File: src/rtl/dual_gate_pwm.sv
module dual_gate_pwm #(
  parameter int CW = 12
) (
  input  logic          clk,
  input  logic          rst,
  input  logic [CW-1:0] per_len,
  input  logic [CW-1:0] duty_a,
  input  logic [CW-1:0] duty_b,
  input  logic [CW-1:0] ovl_len,
  output logic          gate_a,
  output logic          gate_b,
  output logic [1:0]    phase,
  output logic          period_start,
  output logic          cfg_err
);
  localparam int EW = CW + 1;

  logic [CW-1:0] cnt, per_q, a_q, b_q, o_q;
  logic [CW-1:0] cnt_n, per_n, a_n, b_n, o_n, t1_n;
  logic [EW-1:0] sum_ab, lim, t3_n;
  logic          wrap, in_ok, take;
  logic [1:0]    phase_d;

  assign wrap   = (cnt == per_q - 1'b1);
  assign sum_ab = EW'(duty_a) + EW'(duty_b);
  assign lim    = EW'(per_len) + EW'(ovl_len);
  assign in_ok  = (per_len != '0) && (ovl_len <= duty_a) &&
                  (ovl_len <= duty_b) && (sum_ab <= lim);
  assign take   = wrap && in_ok;

  assign per_n = take ? per_len : per_q;
  assign a_n   = take ? duty_a  : a_q;
  assign b_n   = take ? duty_b  : b_q;
  assign o_n   = take ? ovl_len : o_q;
  assign cnt_n = wrap ? '0 : cnt + 1'b1;

  assign t1_n = a_n - o_n;
  assign t3_n = EW'(a_n) + EW'(b_n) - EW'(o_n);

  always_comb begin
    if (cnt_n < t1_n)            phase_d = 2'd0;
    else if (cnt_n < a_n)        phase_d = 2'd1;
    else if (EW'(cnt_n) < t3_n)  phase_d = 2'd2;
    else                         phase_d = 2'd3;
  end

  always_ff @(posedge clk) begin
    if (rst) begin
      cnt          <= '0;
      per_q        <= CW'(1);
      a_q          <= '0;
      b_q          <= '0;
      o_q          <= '0;
      gate_a       <= 1'b0;
      gate_b       <= 1'b0;
      phase        <= 2'd3;
      period_start <= 1'b0;
      cfg_err      <= 1'b0;
    end else begin
      cnt          <= cnt_n;
      per_q        <= per_n;
      a_q          <= a_n;
      b_q          <= b_n;
      o_q          <= o_n;
      gate_a       <= (cnt_n < a_n);
      gate_b       <= (cnt_n >= t1_n) && (EW'(cnt_n) < t3_n);
      phase        <= phase_d;
      period_start <= wrap;
      cfg_err      <= wrap && !in_ok;
    end
  end

  assert_gate_phase_R3: assert property (@(posedge clk) disable iff (rst)
    (gate_a == (phase < 2'd2)) && (gate_b == (phase == 2'd1 || phase == 2'd2)));

  assert_phase_order_R2: assert property (@(posedge clk) disable iff (rst)
    !period_start |-> phase >= $past(phase));

  assert_cnt_range_R4: assert property (@(posedge clk) disable iff (rst)
    cnt < per_q);

  assert_a_rise_R5: assert property (@(posedge clk) disable iff (rst)
    $rose(gate_a) |-> period_start);

  assert_b_rise_R6: assert property (@(posedge clk) disable iff (rst)
    $rose(gate_b) && !period_start |-> $past(gate_a));

  assert_b_fall_R6: assert property (@(posedge clk) disable iff (rst)
    $fell(gate_b) && !period_start |-> !gate_a);

  assert_err_edge_R7: assert property (@(posedge clk) disable iff (rst)
    cfg_err |-> period_start);

  assert_reset_R1: assert property (@(posedge clk)
    $past(rst) |-> !gate_a && !gate_b && !period_start && !cfg_err);
endmodule

File: config.mk
export PLATFORM = sky130hd
export DESIGN_NAME = dual_gate_pwm
export DESIGN_NICKNAME = d
export VERILOG_FILES = /design/src/rtl/dual_gate_pwm.sv
export SDC_FILE = /design/constraint.sdc
export NUM_CORES = 1
export LEC_CHECK = 0
export CAP_MARGIN = 20
export CORE_MARGIN = 2
export CORE_UTILIZATION = 59
export CTS_CLUSTER_DIAMETER = 60
export CTS_CLUSTER_SIZE = 28
export DETAILED_ROUTE_END_ITERATION = 16
export HOLD_SLACK_MARGIN = 0.15
export PLACE_DENSITY = 0.81
export SYNTH_ARGS = -nofsm -noshare
export SYNTH_HDL_FRONTEND = slang
export SYNTH_SLANG_ARGS = --single-unit
File: constraint.sdc
create_clock -name clk -period 11.6 [get_ports clk]
set_input_delay 1.74 -clock clk [delete_from_list [all_inputs] [get_ports clk]]
set_output_delay 1.74 -clock clk [all_outputs]
set_load 0.05 [all_outputs]
==> results_dict.tcl <==
set metrics [dict create \
    slew_headroom_pct 28.5 \
    outcome "finished clean" \
    async_flop_share_pct 0 \
    antenna_found_initial 0 \
    cts_tree "built" \
    io_pins 56 \
    min_path_type "reg2reg" \
    endpoint_kind "flop" \
    crit_slowest_cell "clkdlybuf4s50_1" \
    die_w_um 112 \
    nets 1053 \
    worst_pin_slew_ns 1.07 \
    grt_pass1_vias 6030 \
    synthFlopType "dfxtp_1" \
    setup-violations-final 0 \
    fill_cells 909 \
    grt_pass1_wl_um 29800 \
    critical_path_required_ns 11.82 \
    ant_nets 0 \
    clk_pin_slew_ns 0.06 \
    critPathMaxStageDelay_ns 0.56 \
    final.setup.tns_ns 0 \
    gp_congestion 0.963 \
    ys_seq_area_share_pct 19.1 \
    avgViaCountPerCell 6.02 \
    cts_root_buffer "clkbuf_16" \
    synthesis.area_mm2 0.00691 \
    slew_violations 0 \
    grt_max_degree 62 \
    period_needed_ns 10.08 \
    ctsResizeCount 0 \
    ys_ff_latch 66 \
    max-clock-path-buffers 2 \
    synth.largest_area_cell "ha_1" \
    drc 0 \
    gr-total-overflow 0 \
    synth_nets 1001 \
    cts_buffers 9 \
    maxCapViolCount 0 \
    period_share_pct 86.9 \
    worstSetupPathType "in2reg" \
    syn_area_per_cell_um2 8.48 \
    rsz0062_at_grt "no" \
    finalHoldViolCount 0 \
    port_buffers 55 \
    worstPathMaxFanout 29 \
    synth_warnings 0 \
    cts_setup_buffers 0 \
    hold_buffers 0 \
    diodes 0 \
    syn2layout_area_growth_pct 13.4 \
    postSynthCellCount 814 \
    grt_util_all_layers_pct 29.6 \
    die-area_mm2 0.0126 \
    skew_ns 0.0102 \
    cp.arrival_ns 10.30 \
    clock-sinks 66 \
    synth_top_area_share_pct 22.1 \
    dp_hpwl_um 14800 \
    netlist-cell-type-count 70 \
    initialDrtViolationCount 458 \
    die_h_um 112 \
    critPathTopFamily "compound AO/OA/AOI/OAI gates" \
    cp_common_cell "ha_1" \
    ys_top_cells_by_area "ha_1, dfxtp_1, mux2i_1" \
    rows 39 \
    max_freq_mhz 99.2 \
    first_pass_iters 5 \
    initial_core_util_pct 60.5 \
    ctsHtreeMaxLevel 3 \
    drive_above_1_share_pct 5.51 \
    core_mm2 0.0114 \
    worst-path-buf-inv 3 \
    vias 6102 \
    startpoint_type "input port" \
    routed_wl_um 18200 \
    post_drt_wl_per_cell_um 18.0 \
    clk-insertion-delay-late_ns 0.33 \
    synth-edff-count 0 \
]
## metal layers
layer,global-route usage (%),vias to the layer above,routed length [um]
met4,9.35,0,414
met5,0,-,0
met1,38.9,2912,8120
li1,-,2981,-
met2,50.6,186,8800
met3,3.67,23,898
## through the flow
stage	hold WS [ns]	cells	util, %	instance area, um2	worst slack, ns
final	0.529	1014	68.6	7830	1.52
after global routing	0.529	1014	68.6	7830	0.773
after CTS	0.521	1014	68.6	7830	1.63
after detailed placement	0.506	998	66.0	7530	1.30
after global placement	0.493	998	66.0	7530	1.62
after floorplan	0.462	814	-	6910	2.83
## cell usage after synthesis, drive strengths merged (3+ instances only)
library cell,number
nor2b,21
fa,15
nor4,9
xor2,32
nand2,20
a2111oi,3
and2,8
inv,88
a31oi,5
buf,7
clkbuf,9
nand3,27
o31ai,3
or3,5
xnor2,22
o211ai,11
and4,3
nand2b,12
nor2,88
mux2i,40
a21oi,43
and3,8
dfxtp,66
o31a,3
a211oi,7
a21o,19
nor3,30
o21a,6
nand4,15
mux2,8
ha,122
o21ai,25
or2,5
## sequential cells by signal, summed over array words and instances (netlist names), 2 cells and up
signal	flops
a_q	12
phase	2
per_q	12
cnt	12
b_q	12
o_q	12
## tightest hold or removal path: stages (launching register included)
cell and delay [ns]:
dfxtp_1 0.30, mux2i_1 0.10, nor2_1 0.09
## final cells by class
| cell class | count | area [um2] | area share, % |
|---|---|---|---|
| timing repair buffer | 57 | 561 | 7.16 |
| sequential | 66 | 1320 | 16.9 |
| clock buffer | 9 | 225 | 2.87 |
| inverter | 88 | 330 | 4.22 |
| clock inverter | 7 | 77.6 | 0.990 |
| multi-input combinational | 644 | 5140 | 65.6 |
| tap | 143 | 179 | 2.28 |
## cell usage in the layout (no fill, tap or decap), types with 2 or more instances in the layout
cell,n
nor2_1,88
clkbuf_16,9
o31ai_1,3
o21ba_2,2
buf_4,2
and2_1,7
dfxtp_1,66
mux2_2,7
nor4_1,7
a21boi_0,2
a21oi_1,43
nor2b_1,21
and3_1,7
nand2b_1,12
a21o_1,19
nand4_1,14
a31oi_1,5
or3_1,4
fa_1,15
a2111oi_0,3
ha_1,122
a211oi_1,7
and4_1,2
o21ai_0,25
o211ai_1,11
clkdlybuf4s50_1,54
o21a_1,6
nand3_1,27
o31a_1,3
or2_2,5
inv_1,88
a2bb2oi_1,2
nand2_1,20
xnor2_1,22
o41a_1,2
mux2i_1,40
nor3_1,28
clkinv_4,3
xor2_1,32
## final timing paths
path	depth (start not counted)	to	slack, ns	startpoint
hold / removal	2	o_q[3]	0.53	o_q[3]
setup / recovery	35	phase[0]	1.52	duty_b[0]
setup reg to reg	25	phase[0]	4.98	per_q[0]
hold reg to reg	2	o_q[3]	0.53	o_q[3]
## kinds of logic (layout without fill, tap and decap cells)
family | after synthesis | count (layout) | share of synthesized area [%]
simple gates | 260 | 260 | 20.0
compound gates | 145 | 145 | 14.1
fa+ha+maj | 137 | 137 | 26.4
buf+inv | 104 | 161 | 6.45
flops | 66 | 66 | 19.1
xor+xnor | 54 | 54 | 6.85
mux | 48 | 48 | 7.10
Power is left out: the tool's default activity adds up to more than one toggle a clock period on the data nets, which glitch-free logic cannot reach.
